File: src/rtl/adc_host_pkg.sv
package adc_host_pkg;

    typedef enum logic [1:0] {
        OP_WRITE   = 2'd0,
        OP_RD_DATA = 2'd1,
        OP_RD_REG  = 2'd2,
        OP_STOP    = 2'd3
    } host_op_e;

    typedef enum logic [2:0] {
        ST_IDLE,
        ST_ARM,
        ST_WAIT_RDY,
        ST_FRAME_ON,
        ST_SHIFT,
        ST_FRAME_OFF
    } host_state_e;

endpackage

File: src/rtl/adc_sclk_div.sv
module adc_sclk_div #(
    parameter int DIV_W = 8
) (
    input  logic             clk,
    input  logic             rst_n,
    input  logic             en,
    input  logic [DIV_W-1:0] div,
    output logic             tick
);
    logic [DIV_W-1:0] cnt_q;

    always_ff @(posedge clk or negedge rst_n) begin
        if (!rst_n)          cnt_q <= '0;
        else if (!en)        cnt_q <= '0;
        else if (cnt_q == div) cnt_q <= '0;
        else                 cnt_q <= cnt_q + 1'b1;
    end

    assign tick = en && (cnt_q == div);
endmodule

File: src/rtl/adc_byte_order.sv
module adc_byte_order #(
    parameter int BYTES = 3
) (
    input  logic               lsb_first,
    input  logic [8*BYTES-1:0] din,
    output logic [8*BYTES-1:0] dout
);
    for (genvar b = 0; b < BYTES; b++) begin : g_byte
        for (genvar i = 0; i < 8; i++) begin : g_bit
            assign dout[8*b+i] = lsb_first ? din[8*b+7-i] : din[8*b+i];
        end
    end
endmodule

File: src/rtl/adc_serial_host.sv
module adc_serial_host
    import adc_host_pkg::*;
#(
    parameter int WORD_BYTES = 3,
    parameter int DIV_W      = 8
) (
    input  logic                    clk,
    input  logic                    rst_n,
    input  logic [DIV_W-1:0]        cfg_div,
    input  logic                    cmd_valid,
    input  logic [1:0]              cmd_op,
    input  logic                    cmd_addr,
    input  logic                    cmd_cont,
    input  logic                    cmd_lsb_first,
    input  logic [8*WORD_BYTES-1:0] cmd_wdata,
    output logic                    busy,
    output logic                    done,
    output logic [8*WORD_BYTES-1:0] rdata,
    input  logic                    conv_rdy_n,
    output logic                    txfrm_n,
    output logic                    rxfrm_n,
    output logic                    regsel,
    output logic                    ser_clk,
    output logic                    ser_do,
    output logic                    ser_oe,
    input  logic                    ser_di
);
    localparam int WORD_W = 8 * WORD_BYTES;
    localparam int CNT_W  = $clog2(WORD_W + 1);
    localparam logic [CNT_W-1:0] LAST_BIT = CNT_W'(WORD_W - 1);

    host_state_e state_q, state_d;
    host_op_e    op_q;
    host_op_e    op_in;
    logic              lsb_q, cont_q, a0_q, sclk_q;
    logic [WORD_W-1:0] txsr_q, rxsr_q, tx_word;
    logic [CNT_W-1:0]  bitcnt_q;
    logic              tick, accept, stop_req, frame_act, enter_frame;

    assign op_in    = host_op_e'(cmd_op);
    assign accept   = cmd_valid && (state_q == ST_IDLE) && (op_in != OP_STOP);
    assign stop_req = cmd_valid && (op_in == OP_STOP);

    adc_sclk_div #(.DIV_W(DIV_W)) u_div (
        .clk  (clk),
        .rst_n(rst_n),
        .en   (frame_act),
        .div  (cfg_div),
        .tick (tick)
    );

    adc_byte_order #(.BYTES(WORD_BYTES)) u_tx_order (
        .lsb_first(cmd_lsb_first),
        .din      (cmd_wdata),
        .dout     (tx_word)
    );

    adc_byte_order #(.BYTES(WORD_BYTES)) u_rx_order (
        .lsb_first(lsb_q),
        .din      (rxsr_q),
        .dout     (rdata)
    );

    // state register
    always_ff @(posedge clk or negedge rst_n) begin
        if (!rst_n) state_q <= ST_IDLE;
        else        state_q <= state_d;
    end

    // next state
    always_comb begin
        state_d = state_q;
        unique case (state_q)
            ST_IDLE: begin
                if (accept)
                    state_d = (op_in == OP_RD_DATA) ? ST_WAIT_RDY : ST_FRAME_ON;
            end
            ST_ARM: begin
                if (stop_req || !cont_q) state_d = ST_IDLE;
                else if (conv_rdy_n)     state_d = ST_WAIT_RDY;
            end
            ST_WAIT_RDY: begin
                if (stop_req)        state_d = ST_IDLE;
                else if (!conv_rdy_n) state_d = ST_FRAME_ON;
            end
            ST_FRAME_ON: begin
                if (tick) state_d = ST_SHIFT;
            end
            ST_SHIFT: begin
                if (tick && !sclk_q && (bitcnt_q == LAST_BIT)) state_d = ST_FRAME_OFF;
            end
            ST_FRAME_OFF: begin
                if (tick) state_d = (cont_q && !stop_req) ? ST_ARM : ST_IDLE;
            end
            default: state_d = ST_IDLE;
        endcase
    end

    // outputs
    always_comb begin
        frame_act = (state_q == ST_FRAME_ON) || (state_q == ST_SHIFT) ||
                    (state_q == ST_FRAME_OFF);
        txfrm_n   = !(frame_act && (op_q == OP_WRITE));
        rxfrm_n   = !(frame_act && (op_q != OP_WRITE));
        ser_oe    = frame_act && (op_q == OP_WRITE);
        busy      = (state_q != ST_IDLE) && (state_q != ST_ARM);
        done      = (state_q == ST_FRAME_OFF) && tick;
        regsel    = a0_q;
        ser_clk   = sclk_q;
        ser_do    = txsr_q[WORD_W-1];
    end

    assign enter_frame = (state_q != ST_FRAME_ON) && (state_d == ST_FRAME_ON);

    // datapath
    always_ff @(posedge clk or negedge rst_n) begin
        if (!rst_n) begin
            op_q     <= OP_WRITE;
            lsb_q    <= 1'b0;
            cont_q   <= 1'b0;
            a0_q     <= 1'b1;
            sclk_q   <= 1'b1;
            txsr_q   <= '0;
            rxsr_q   <= '0;
            bitcnt_q <= '0;
        end else begin
            if (accept) begin
                op_q   <= op_in;
                lsb_q  <= cmd_lsb_first;
                cont_q <= cmd_cont && (op_in == OP_RD_DATA);
                a0_q   <= (op_in == OP_RD_DATA) ? 1'b1 : cmd_addr;
                txsr_q <= tx_word;
            end else if (stop_req) begin
                cont_q <= 1'b0;
            end
            if (enter_frame) begin
                bitcnt_q <= '0;
                sclk_q   <= 1'b1;
            end
            if ((state_q == ST_SHIFT) && tick) begin
                if (sclk_q) begin
                    sclk_q <= 1'b0;
                    if (bitcnt_q != '0) txsr_q <= {txsr_q[WORD_W-2:0], 1'b0};
                end else begin
                    sclk_q   <= 1'b1;
                    rxsr_q   <= {rxsr_q[WORD_W-2:0], ser_di};
                    bitcnt_q <= bitcnt_q + 1'b1;
                end
            end
        end
    end
endmodule

File: config.mk
export PLATFORM = sky130hd
export DESIGN_NAME = adc_serial_host
export DESIGN_NICKNAME = d
export VERILOG_FILES = /design/src/rtl/adc_host_pkg.sv /design/src/rtl/adc_sclk_div.sv /design/src/rtl/adc_byte_order.sv /design/src/rtl/adc_serial_host.sv
export SDC_FILE = /design/constraint.sdc
export NUM_CORES = 1
export LEC_CHECK = 0
export BUFFER_PORTS_ARGS = -buffer_cell sky130_fd_sc_hd__buf_2
export CORE_MARGIN = 4
export CORE_UTILIZATION = 30
export CTS_CLUSTER_SIZE = 8
export DETAILED_ROUTE_END_ITERATION = 7
export GPL_TIMING_DRIVEN = 0
export PLACE_DENSITY = 0.61
export SYNTH_ARGS = -nofsm -noshare
export SYNTH_HDL_FRONTEND = slang
export SYNTH_SLANG_ARGS = --single-unit
File: constraint.sdc
create_clock -name clk -period 2.1 [get_ports clk]
set_clock_uncertainty 0.15 [all_clocks]
set_input_delay 0.525 -clock clk [delete_from_list [all_inputs] [get_ports clk]]
set_output_delay 0.525 -clock clk [all_outputs]
set_load 0.01 [all_outputs]
# Word-level counts from Yosys, hierarchy flattened
# Cells that the tools add are included.
[op_classes]
add_sub_neg = 2
n_eq_ne = 13
muxes = 74
bitwise = 1
reduce_logical = 30
[ops]
columns = ["operator", "n"]
rows = [
  ["$mux W24", 4],
  ["$mux W1", 56],
  ["$mux W3", 8],
  ["$pmux W3 S6", 1],
  ["$mux W8", 2],
  ["$mux W5", 3],
  ["$logic_and A1 B1 Y1", 14],
  ["$eq A3 B2 Y1 const B", 3],
  ["$add A8 B1 Y8 const B", 1],
  ["$eq A8 B8 Y1", 1],
  ["$eq A3 B3 Y1 const B", 2],
  ["$reduce_bool A2 Y1", 3],
  ["$add A5 B1 Y5 const B", 1],
  ["$eq A5 B5 Y1 const B", 1],
  ["$logic_not A1 Y1", 5],
  ["$reduce_bool A5 Y1", 1],
  ["$eq A3 B1 Y1 const B", 1],
  ["$logic_not A3 Y1", 1],
  ["$logic_or A1 B1 Y1", 3],
  ["$ne A3 B1 Y1 const B", 1],
  ["$ne A3 B2 Y1 const B", 1],
  ["$reduce_bool A3 Y1", 1],
  ["$eq A2 B1 Y1 const B", 1],
  ["$eq A2 B2 Y1 const B", 1],
  ["other kinds (4)", 4],
]
[totals]
ff_bits = 70
inputBits = 42
output_inout_bits = 32
wordCells = 130

# Depth between registers and ports, before layout
[logic_depth]
ltp_word = 13
mapped_depth = 9
mapped_depth_nobuf = 7

# Modules after synthesis
# A second synthesis with hierarchy kept.
[hier_totals]
hier_cells = 379
area_unflattened_um2 = 4151.5
[modules_own_cells]
columns = ["mod", "n_inst", "cells_per_inst", "area_each_um2", "seq_area_each_um2"]
rows = [
  ["adc_serial_host", 1, 279, 2857.7, 1554.0],
  ["adc_byte_order", 2, 27, 396.6, 0.0],
  ["adc_sclk_div", 1, 46, 500.5, 200.2],
]

# Worst setup path after synthesis
# Ideal clock, no wire load.
[synth_path]
path_type = "input to output"
startpoint = "input port cfg_div[4]"
endpoint = "output port done"
arrival_time_ns = 1.668
required_ns = 1.425
slack_ns = -0.243
path_stages = 5
path_buffers = 1
cell_sequence = "xnor2_1 nand4_1 or2_1 clkbuf_1 nor3_1"
[synth_via]
elab_chain_cells = 3
[synth_lines]
columns = ["element", "line_no", "rtl"]
rows = [
  ["from (decl)", "adc_serial_host.sv:9", "input logic [DIV_W-1:0] cfg_div,"],
  ["$eq A8 B8 Y1", "adc_sclk_div.sv:19", "assign tick = en && (cnt_q == div);"],
  ["$logic_and A1 B1 Y1", "adc_sclk_div.sv:19", ""],
  ["$logic_and A1 B1 Y1", "adc_serial_host.sv:107", "done = (state_q == ST_FRAME_OFF) && tick;"],
  ["to (decl)", "adc_serial_host.sv:17", "output logic done,"],
]
# No other way between the ends.

# Worst setup path after layout
[layout_path]
startpoint = "register u_div.cnt_q[1]"
endpoint = "output port done"
[layout_via]
elab_chain_cells = 3
[layout_lines]
columns = ["element", "line_no", "rtl"]
rows = [
  ["from (decl)", "adc_sclk_div.sv:10", "logic [DIV_W-1:0] cnt_q;"],
  ["from (signal assigned)", "adc_sclk_div.sv:16", "else cnt_q <= cnt_q + 1'b1;"],
  ["$eq A8 B8 Y1", "adc_sclk_div.sv:19", ""],
  ["$logic_and A1 B1 Y1", "adc_sclk_div.sv:19", ""],
  ["$logic_and A1 B1 Y1", "adc_serial_host.sv:107", ""],
]
# No other way between the ends.

==> results.py <==
metrics = {
    "sta": {
        "worst_slack_ns": -0.2928,
        "hold_violations": 0,
        "setup_viol": 26,
        "rsz0062_at_grt": "yes",
        "slew_violations": 0,
        "relSlewSlack_pct": 39.96,
        "fin_crit_sh_pct": 113.9,
        "clock.fmax_ghz": 0.4179,
        "worst_slew_pin_slew_ns": 0.9006,
        "final.min_clock_period_ns": 2.393,
        "fin_setup_tns_ns": -1.331,
        "hold_slack_ns": 0.1706,
    },
    "global_route": {
        "grt_pass1_vias": 3285,
        "grt_pass1_wl_um": 15730,
        "grt_use_total_pct": 13.32,
        "grt_antenna_before_repair": 0,
        "grt_max_degree": 71,
        "overflow": 0,
    },
    "routing": {
        "viasPerCell": 4.793,
        "antenna_left": 0,
        "wl_um": 9647,
        "wire_per_inst_um": 14.48,
        "num_vias": 3192,
        "drt_iter0_markers": 161,
        "first_pass_iters": 4,
        "drcViolationCount": 0,
    },
    "synthesis": {
        "synthesis.instances": 374,
        "ys_seq_area_share_pct": 45.85,
        "avgSynthCellArea_um2": 10.23,
        "synth-edff-count": 0,
        "synth_cell_types": 46,
        "async_reset_ff_share_pct": 100.0,
        "ys_seq_elements": 70,
        "yosys_warnings": 0,
        "synth_nets": 419,
        "synth_ff_type": "dfrtp_1",
        "synth.cell_area_um2": 3826,
    },
    "final_layout": {
        "drive_gt1_share_pct": 46.39,
        "nets": 538,
        "syn2layout_area_growth_pct": 44.87,
        "antenna_cells": 0,
        "fillerInstances": 1185,
    },
    "critical_path": {
        "required_ns": 1.42,
        "crit_buf_inv": 2,
        "ff2ff_setup_slack_ns": -0.06,
        "cp.arrival_ns": 1.72,
        "slowest_delay_ns": 0.43,
        "end_kind": "output port",
        "cp_top_family": "simple AND/OR/NAND/NOR gates",
        "crit_slowest_cell": "dfrtp_2",
        "reg2reg_from": "u_div.cnt_q[3]",
        "r2r_end": "rxsr_q[1]",
        "worstRegToRegCells": 8,
        "worst-path-max-fanout": 2,
        "crit_chain": "xnor2_2 > nand4_1 > or2_1 > clkbuf_8 > nor3_4 > buf_2",
        "startpoint_type": "register",
        "path_class": "register to output port",
    },
    "pwr": {
        "pwr_density_cell_nw_per_um2": 902.9,
        "power_mw": 5.004,
        "ir_worst_vdd_v": 0.0004819,
        "power.static_leakage_nw": 2.646,
    },
    "cts": {
        "insertion_delay_ns": 0.33,
        "htreeDepth": 3,
        "cts_tree": "done",
        "cts_buffers": 9,
        "cts_buffer_depth": 2,
        "clkSinkCount": 70,
        "root_buffer": "clkbuf_16",
        "cts.clk_slew.worst_paths_ns": 0.06,
        "ctsHoldBuffers": 0,
    },
    "placement": {
        "port_buffers": 72,
        "place_congestion": 0.8050,
        "dpl_worst_slack_ns": -0.4677,
        "hpwl_um": 6081,
    },
    "outcome": {
        "violations": "negative setup slack",
        "status": "complete, but fails checks",
    },
    "floorplanning": {
        "io_pins": 74,
        "die_w_um": 120.9,
        "dieArea_um2": 14630,
        "rows": 40,
        "initial_core_util_pct": 31.20,
        "coreArea_um2": 12260,
        "die_height_um": 120.9,
    },
    "min_path": {
        "hold_path_class": "input pin to asynchronous set/reset pin",
    },
    "run": {
        "cap_violations": 0,
    },
}
[cell usage after synthesis (all sizes together) (2+ instances only)]
master	instances	area, um2
ha	3	37.54
nor4	2	12.51
dfrtp	68	1702
nand4	4	31.28
o31ai	2	15.01
clkbuf	11	41.29
nor3	4	31.28
inv	7	26.28
nor4b	2	23.77
nand2b	4	27.53
dfstp	2	52.55
mux2i	26	260.3
xnor2	10	87.58
mux2	49	551.8
nor2	44	165.2
nand3b	2	15.01
or2	3	18.77
o21ai	31	155.1
buf	10	80.07
nand2	32	120.1
or4	3	22.52
and3	3	18.77
nand3	6	30.03
xor2	5	43.79
a21oi	29	145.1
[how the worst max path moves through the flow]
stage / from / endpoint / slack, ns / cells past startpoint
final: u_div.cnt_q[1] / done / -0.29 / 6
after global routing: u_div.cnt_q[4] / done / -0.40 / 6
after CTS: u_div.cnt_q[5] / done / -0.33 / 6
after detailed placement: cfg_div[1] / done / -0.47 / 7
after global placement: cfg_div[6] / done / -0.46 / 7
after floorplan: cfg_div[6] / done / -0.04 / 5
[routing by layer]
metal	up-vias	share of wire, %	track usage, %
li1	1550	-	-
met1	1566	47	17.46
met2	65	48	21.81
met3	11	4.2	2.984
met4	0	1.3	4.320
met5	-	0	0
[power breakdown]
| group | internal [mW] | total (mW) | switching, mW |
|---|---|---|---|
| Sequential | 1.65 | 1.87 | 0.215 |
| Combinational | 0.780 | 1.52 | 0.737 |
| Clock | 1.05 | 1.62 | 0.573 |
| Total | 3.48 | 5.00 | 1.53 |
[registers in the layout, summed over array words and instances (netlist names)]
register     flops
rxsr_q          24
txsr_q          24
u_div.cnt_q      8
bitcnt_q         5
state_q          3
op_q             2
cont_q           1
lsb_q            1
regsel           1
ser_clk          1
[placed cells by master (no fill, tap or decap), types with 3 or more instances in the layout]
cell,count
dfrtp_1,62
buf_2,48
nor2_1,44
buf_6,44
mux2_4,32
nand2_1,29
a21oi_1,27
buf_4,27
mux2i_1,26
mux2_2,17
o21ai_0,14
o21ai_1,13
clkbuf_16,10
xnor2_2,7
nand3_1,6
inv_1,6
dfrtp_2,6
clkbuf_8,5
xor2_1,5
o21ai_2,4
xnor2_1,3
nand4_1,3
and3_1,3
clkbuf_2,3
ha_1,3
[per-stage QoR]
stage,instance area (um2),cells,utilization (%)
finish,5543,666,45.20
detailed placement,4451,614,36.30
CTS,5336,664,43.52
floorplan,3877,374,-
global placement,4448,614,36.28
global route,5543,666,45.20
[area by class of cell]
cell class,instances,area [um2],share of cell area [%]
Clock buffer,13,280.3,5.056
Buffer,18,161.4,2.912
Sequential cell,70,1762,31.78
Timing Repair Buffer,111,860.8,15.53
Inverter,7,26.28,0.4740
Tap cell,168,210.2,3.792
Clock inverter,3,40.04,0.7223
Multi-Input combinational cell,276,2202,39.73
[cell families after synthesis]
| kind of cell | count (synthesis) | share of synthesized area [%] |
|---|---|---|
| AOI/OAI and AO/OA | 68 | 9.647 |
| xor gates and xnor gates | 15 | 3.433 |
| adders and majority gates | 3 | 0.9811 |
| buffers and inverters | 28 | 3.859 |
| DFF | 70 | 45.85 |
| muxes | 75 | 21.22 |
| and+or+nand+nor | 115 | 15.01 |
[timing repair]
action                                  4_1_cts  5_1_grt
pin swaps                                    12       11
resized for setup                            74       69
gates cloned                                  5        1
endpoints found under the setup margin       84       83
setup buffers                                33        5
(Power assumes the default switching activity.)
